[src/rtl/uft_pkg.sv]
package uft_pkg;

  typedef enum logic [2:0] {
    ADR_CTRL  = 3'd0,
    ADR_SH_EN = 3'd1,
    ADR_SH_RX = 3'd2,
    ADR_SH_TX = 3'd3,
    ADR_THMD  = 3'd4
  } uft_addr_e;

  // receive trigger level in entries for a given code and FIFO depth
  function automatic int rx_level(input logic [1:0] code, input int depth);
    case (code)
      2'b00:   return 1;
      2'b01:   return depth / 4;
      2'b10:   return depth / 2;
      default: return depth - 2;
    endcase
  endfunction

  // transmit-empty threshold in entries for a given code and FIFO depth
  function automatic int tx_level(input logic [1:0] code, input int depth);
    case (code)
      2'b00:   return 0;
      2'b01:   return 2;
      2'b10:   return depth / 4;
      default: return depth / 2;
    endcase
  endfunction

endpackage

[src/rtl/uft_ctrl.sv]
module uft_ctrl
  import uft_pkg::*;
#(
  parameter int AW = 3,
  parameter int DW = 8
) (
  input  logic          clk,
  input  logic          rst_n,
  input  logic [AW-1:0] addr,
  input  logic          we,
  input  logic [DW-1:0] wdata,
  output logic [DW-1:0] rdata,
  output logic          fifo_en,
  output logic          dma_mode,
  output logic [1:0]    rx_trig,
  output logic [1:0]    tx_trig,
  output logic          thr_mode
);

  // write decode, one strobe per register
  logic wr_ctrl, wr_en, wr_rx, wr_tx, wr_thm;
  assign wr_ctrl = we && (addr == AW'(ADR_CTRL));
  assign wr_en   = we && (addr == AW'(ADR_SH_EN));
  assign wr_rx   = we && (addr == AW'(ADR_SH_RX));
  assign wr_tx   = we && (addr == AW'(ADR_SH_TX));
  assign wr_thm  = we && (addr == AW'(ADR_THMD));

  always_ff @(posedge clk or negedge rst_n) begin
    if (!rst_n) begin
      fifo_en  <= 1'b0;
      dma_mode <= 1'b0;
      rx_trig  <= 2'b00;
      tx_trig  <= 2'b00;
      thr_mode <= 1'b0;
    end else begin
      if (wr_ctrl) begin
        fifo_en  <= wdata[0];
        dma_mode <= wdata[3];
        tx_trig  <= wdata[5:4];
        rx_trig  <= wdata[7:6];
      end
      if (wr_en)  fifo_en  <= wdata[0];
      if (wr_rx)  rx_trig  <= wdata[1:0];
      if (wr_tx)  tx_trig  <= wdata[1:0];
      if (wr_thm) thr_mode <= wdata[0];
    end
  end

  always_comb begin
    rdata = '0;
    case (addr)
      AW'(ADR_SH_EN): rdata[0]   = fifo_en;
      AW'(ADR_SH_RX): rdata[1:0] = rx_trig;
      AW'(ADR_SH_TX): rdata[1:0] = tx_trig;
      AW'(ADR_THMD):  rdata[0]   = thr_mode;
      default:        rdata      = '0;
    endcase
  end

endmodule

[src/rtl/uft_fifo.sv]
module uft_fifo #(
  parameter int DEPTH = 16,
  parameter int DW    = 8,
  localparam int PW   = $clog2(DEPTH),
  localparam int CW   = $clog2(DEPTH + 1)
) (
  input  logic          clk,
  input  logic          rst_n,
  input  logic          flush,
  input  logic          push,
  input  logic [DW-1:0] push_data,
  input  logic          pop,
  output logic [DW-1:0] pop_data,
  output logic [CW-1:0] count,
  output logic          do_push,
  output logic          do_pop
);

  logic [DW-1:0] mem [DEPTH];
  logic [PW-1:0] wp, rp;

  function automatic logic [PW-1:0] nxt(input logic [PW-1:0] p);
    return (p == PW'(DEPTH - 1)) ? '0 : p + 1'b1;
  endfunction

  // acceptance judged on the occupancy before this edge
  assign do_push = push && !flush && (count != CW'(DEPTH));
  assign do_pop  = pop  && !flush && (count != '0);
  assign pop_data = (count != '0) ? mem[rp] : '0;

  always_ff @(posedge clk or negedge rst_n) begin
    if (!rst_n) begin
      wp    <= '0;
      rp    <= '0;
      count <= '0;
    end else if (flush) begin
      wp    <= '0;
      rp    <= '0;
      count <= '0;
    end else begin
      if (do_push) wp <= nxt(wp);
      if (do_pop)  rp <= nxt(rp);
      if (do_push && !do_pop)      count <= count + 1'b1;
      else if (do_pop && !do_push) count <= count - 1'b1;
    end
  end

  always_ff @(posedge clk) begin
    if (do_push) mem[wp] <= push_data;
  end

endmodule

[src/rtl/uft_thresh.sv]
module uft_thresh
  import uft_pkg::*;
#(
  parameter int DEPTH = 16,
  localparam int CW   = $clog2(DEPTH + 1)
) (
  input  logic [CW-1:0] rx_count,
  input  logic [CW-1:0] tx_count,
  input  logic [1:0]    rx_trig,
  input  logic [1:0]    tx_trig,
  input  logic          dma_mode,
  input  logic          thr_mode,
  output logic          rx_avail_irq,
  output logic          tx_empty_irq,
  output logic          rx_dma_req_n
);

  logic rx_hit, tx_low;
  assign rx_hit = int'(rx_count) >= rx_level(rx_trig, DEPTH);
  assign tx_low = int'(tx_count) <= tx_level(tx_trig, DEPTH);

  assign rx_avail_irq = rx_hit;
  assign rx_dma_req_n = !(dma_mode && rx_hit);
  assign tx_empty_irq = thr_mode ? tx_low : (tx_count == '0);

endmodule

[src/rtl/uart_fifo_thresh.sv]
module uart_fifo_thresh #(
  parameter int DEPTH = 16,
  parameter int DW    = 8,
  parameter int AW    = 3,
  localparam int CW   = $clog2(DEPTH + 1)
) (
  input  logic          clk,
  input  logic          rst_n,
  input  logic [AW-1:0] reg_addr,
  input  logic          reg_we,
  input  logic [DW-1:0] reg_wdata,
  output logic [DW-1:0] reg_rdata,
  input  logic          tx_push,
  input  logic [DW-1:0] tx_push_data,
  input  logic          tx_pop,
  output logic [DW-1:0] tx_pop_data,
  output logic [CW-1:0] tx_count,
  input  logic          rx_push,
  input  logic [DW-1:0] rx_push_data,
  input  logic          rx_pop,
  output logic [DW-1:0] rx_pop_data,
  output logic [CW-1:0] rx_count,
  output logic          rx_avail_irq,
  output logic          tx_empty_irq,
  output logic          rx_dma_req_n
);

  logic       fifo_en, dma_mode, thr_mode;
  logic [1:0] rx_trig, tx_trig;
  logic       fifo_flush;
  logic       rx_acc_push, rx_acc_pop, tx_acc_push, tx_acc_pop;

  assign fifo_flush = !fifo_en;

  uft_ctrl #(.AW(AW), .DW(DW)) u_ctrl (
    .clk(clk), .rst_n(rst_n), .addr(reg_addr), .we(reg_we),
    .wdata(reg_wdata), .rdata(reg_rdata), .fifo_en(fifo_en),
    .dma_mode(dma_mode), .rx_trig(rx_trig), .tx_trig(tx_trig),
    .thr_mode(thr_mode)
  );

  uft_fifo #(.DEPTH(DEPTH), .DW(DW)) u_txf (
    .clk(clk), .rst_n(rst_n), .flush(fifo_flush), .push(tx_push),
    .push_data(tx_push_data), .pop(tx_pop), .pop_data(tx_pop_data),
    .count(tx_count), .do_push(tx_acc_push), .do_pop(tx_acc_pop)
  );

  uft_fifo #(.DEPTH(DEPTH), .DW(DW)) u_rxf (
    .clk(clk), .rst_n(rst_n), .flush(fifo_flush), .push(rx_push),
    .push_data(rx_push_data), .pop(rx_pop), .pop_data(rx_pop_data),
    .count(rx_count), .do_push(rx_acc_push), .do_pop(rx_acc_pop)
  );

  uft_thresh #(.DEPTH(DEPTH)) u_thr (
    .rx_count(rx_count), .tx_count(tx_count), .rx_trig(rx_trig),
    .tx_trig(tx_trig), .dma_mode(dma_mode), .thr_mode(thr_mode),
    .rx_avail_irq(rx_avail_irq), .tx_empty_irq(tx_empty_irq),
    .rx_dma_req_n(rx_dma_req_n)
  );

endmodule

[config.mk]
export PLATFORM = sky130hd
export DESIGN_NAME = uart_fifo_thresh
export DESIGN_NICKNAME = d
export VERILOG_FILES = /design/src/rtl/uft_pkg.sv /design/src/rtl/uft_ctrl.sv /design/src/rtl/uft_fifo.sv /design/src/rtl/uft_thresh.sv /design/src/rtl/uart_fifo_thresh.sv
export SDC_FILE = /design/constraint.sdc
export NUM_CORES = 1
export LEC_CHECK = 0
export CAP_MARGIN = 10
export CORE_MARGIN = 3
export CORE_UTILIZATION = 40
export CTS_BUF_LIST = sky130_fd_sc_hd__clkbuf_2 sky130_fd_sc_hd__clkbuf_4 sky130_fd_sc_hd__clkbuf_8
export DETAILED_ROUTE_END_ITERATION = 6
export GPL_ROUTABILITY_DRIVEN = 0
export SLEW_MARGIN = 20
export SYNTH_ARGS = -nofsm -noshare
export SYNTH_HDL_FRONTEND = slang
export SYNTH_SLANG_ARGS = --single-unit
[constraint.sdc]
create_clock -name clk -period 3 [get_ports clk]
set_clock_uncertainty 0.05 [all_clocks]
set_input_delay 0.6 -clock clk [delete_from_list [all_inputs] [get_ports clk]]
set_output_delay 0.6 -clock clk [all_outputs]
set_load 0.02 [all_outputs]
==> metrics.txt <==
status finished clean; vias per inst 5.210; clock share of power 29.6%; Final WS setup 0.04775 ns; total inserted antenna cells 0; post-layout util 50.19%; Tmin final 2.952 ns; Net Sw Frac 29.15%; DIE HEIGHT 181.1 µm; post-synthesis sequential area ratio 69.41%; nature of the critical path endpoint primary output; Syn Inst Count 709; Synth cell types 53; average wire per standard cell 19.41 µm; initial antenna violation count 0; Final Hold Fails 0; Ys Warns 0; Pint 7.858 mW; Net Sw Power 3.232 mW; core area 29,950 µm²; Top Usage Layer GRT met2; pin count of the biggest net entering global routing 37; clock sinks 289; Iter 0 DRT Violations 414; dpl ws -0.02709 ns; syn avg cell area 17.30 µm²; antenna viol nets, final 0; DR pass1 iterations 4; CTS H-tree depth 2; Final Max Tran Viols 0; layout cell share with drive strength beyond 1 31.58%; RSZ-0062 raised after global routing yes; dpl hpwl 16.56 mm; met1 Use GR 20.77%; DR vias 6,783; Net count, final 935; met2 Track Usage GR 26.19%; hold buffers post-CTS 0; max cap viols 0; drt total wl 25.27 mm; Initial Util 40.94%; total CTS buffers 48; Filler cells 2,523; vias in the first global route 7,338; Final Cycle Share 98.41%; Worst-Margin Slew 0.7712 ns; Critical Path Fanout Max 9; total power draw 11.09 mW; first-pass GRT wire length 40.44 mm; startpoint types flop; Max Root-Sink Buffers 3; Static Leak 5.124 nW; FMAX 0.3387 GHz; WS Path Type flop to primary output; gr usage total 15.47%; CTS clk-pin slew, worst paths 0.06 ns; GR Util met3 3.000%; # setup viols final 0; Layout Cells excl Fill 1,302; Worst Hold Class input pin to async pin; power density cells 737.7 nW/µm²; CP required 2.35 ns; number of buffers added on ports 63; num ports 71; hold slack 0.06570 ns; DRC errors left 0; area of the die 32,800 µm²; power share of the sequential group 41.9%; FP Rows 63; CTS tree yes; placed cells 1,201; clk root buf clkbuf_8; worst skew pair latency 0.56 ns; Yosys reg bits 289; maximum vdd drop 425.4 µV; chip width 181.1 µm; Gate power share 28.5%; Top FF cell, synth edfxtp_1; worst endpoint data arrival time 2.30 ns; Netlist Area Pre-Place 12,260 µm²; Layout area overhead 22.58%; EDFF count, synth 256; asr flop ratio synth 11.42%; slew margin rel. 48.59%; gr ovfl total 0
-- per-stage QoR --
stage | area (µm²) | setup TNS, ns
after detailed placement | 13840 | -0.05287
after global placement | 13840 | 0
after global routing | 15030 | -0.1272
final | 15030 | 0
after floorplan | 12290 | 0
after CTS | 14910 | -0.07829
-- critical path: stages, from the launching register on --
cell and delay, ns:
dfrtp_2 0.45, buf_12 0.17, buf_4 0.13, mux4_2 0.49
mux2i_2 0.20, o22ai_2 0.12, buf_2 0.17
-- routing by layer --
metal	share of wire [%]	wire length [µm]
met1	44	11140
met2	50	12590
met3	4.2	1066
met4	1.9	474
met5	0	0
-- cells in the mapped netlist (all sizes together) (3+ instances only) --
library cell / count / area share (%)
o21ai: 16 / 0.65
mux2i: 36 / 2.9
nand2b: 9 / 0.46
nand2: 33 / 1.0
ha: 25 / 2.6
a31oi: 5 / 0.26
a21oi: 18 / 0.73
inv: 15 / 0.46
o21bai: 4 / 0.24
o22ai: 16 / 0.82
mux4: 64 / 12
edfxtp: 256 / 63
dfrtp: 33 / 6.7
nor3b: 3 / 0.18
nor3: 13 / 0.53
a21o: 5 / 0.31
nand3: 20 / 0.82
xor2: 3 / 0.21
nand4: 3 / 0.15
o31ai: 3 / 0.18
buf: 20 / 0.90
xnor2: 8 / 0.57
clkbuf: 21 / 0.64
nor2: 43 / 1.3
nor4: 6 / 0.31
-- area by class of cell --
type | count | area (µm²) | area share [%]
flip-flops and latches | 289 | 8517 | 56.65
well taps | 390 | 488.0 | 3.246
inverters | 16 | 60.06 | 0.3995
multi-input cells | 368 | 3696 | 24.59
clock inverters | 18 | 97.59 | 0.6492
repair buffers | 151 | 1349 | 8.972
clock buffers | 70 | 825.8 | 5.493
-- repair_timing --
action	CTS	global route
buffers inserted	7	6
endpoints found under the setup margin	19	17
cloned	1	0
resized for setup	101	30
pin swaps	2	8
-- final timing paths --
kind / start / slack [ns] / endpoint / cells past startpoint
max reg2reg: u_txf.count[2]$_DFFE_PN0P_ / 0.16 / u_txf.count[4]$_DFFE_PN0P_ / 9
max: u_rxf.rp[0]$_DFFE_PN0P_ / 0.05 / rx_pop_data[6] / 6
min reg2reg: u_ctrl.dma_mode$_DFFE_PN0P_ / 0.45 / u_ctrl.dma_mode$_DFFE_PN0P_ / 1
min: rst_n / 0.07 / u_ctrl.dma_mode$_DFFE_PN0P_ / 1
max in group asynchronous: rst_n / 2.29 / u_rxf.rp[0]$_DFFE_PN0P_ / 1
min in group clk: u_ctrl.dma_mode$_DFFE_PN0P_ / 0.45 / u_ctrl.dma_mode$_DFFE_PN0P_ / 1
-- cells in the final DEF, fill, tap and decap left out, types with 18 or more instances in the layout --
master and count:
nand3_1 19, a21oi_1 18, nand2_1 33, ha_1 24, clkbuf_4 22, edfxtp_1 256, dfrtp_1 30, mux2i_1 22
clkdlybuf4s50_1 42, mux4_2 64, clkbuf_8 48, nor2_1 43, buf_4 80
-- cell families (layout without fill, tap and decap cells) --
kind of cell	Yosys count	in the layout	synth area share [%]
AOI/OAI and AO/OA	78	78	4.254
xor gates and xnor gates	11	11	0.7856
adders and majority gates	27	27	2.877
buffers and inverters	57	255	2.030
DFF	289	289	69.41
muxes	102	102	14.87
other	1	6	0.03058
and+or+nand+nor	144	144	5.733
-- state kept, by name, summed over array words and instances (netlist names), 4 cells and up --
register and count:
u_rxf.count 5, u_rxf.mem 128, u_rxf.rp 4, u_rxf.wp 4
u_txf.count 5, u_txf.mem 128, u_txf.rp 4, u_txf.wp 4
-- power by group through the flow --
stage	registers [mW]	logic (mW)	clock network (mW)
floorplan	4.74	1.78	0
global placement	4.71	2.90	0
detailed placement	4.72	2.99	0
CTS	4.64	3.10	3.39
global route	4.66	3.43	3.59
finish	4.65	3.17	3.28
Power figures use the tool's default switching activity.
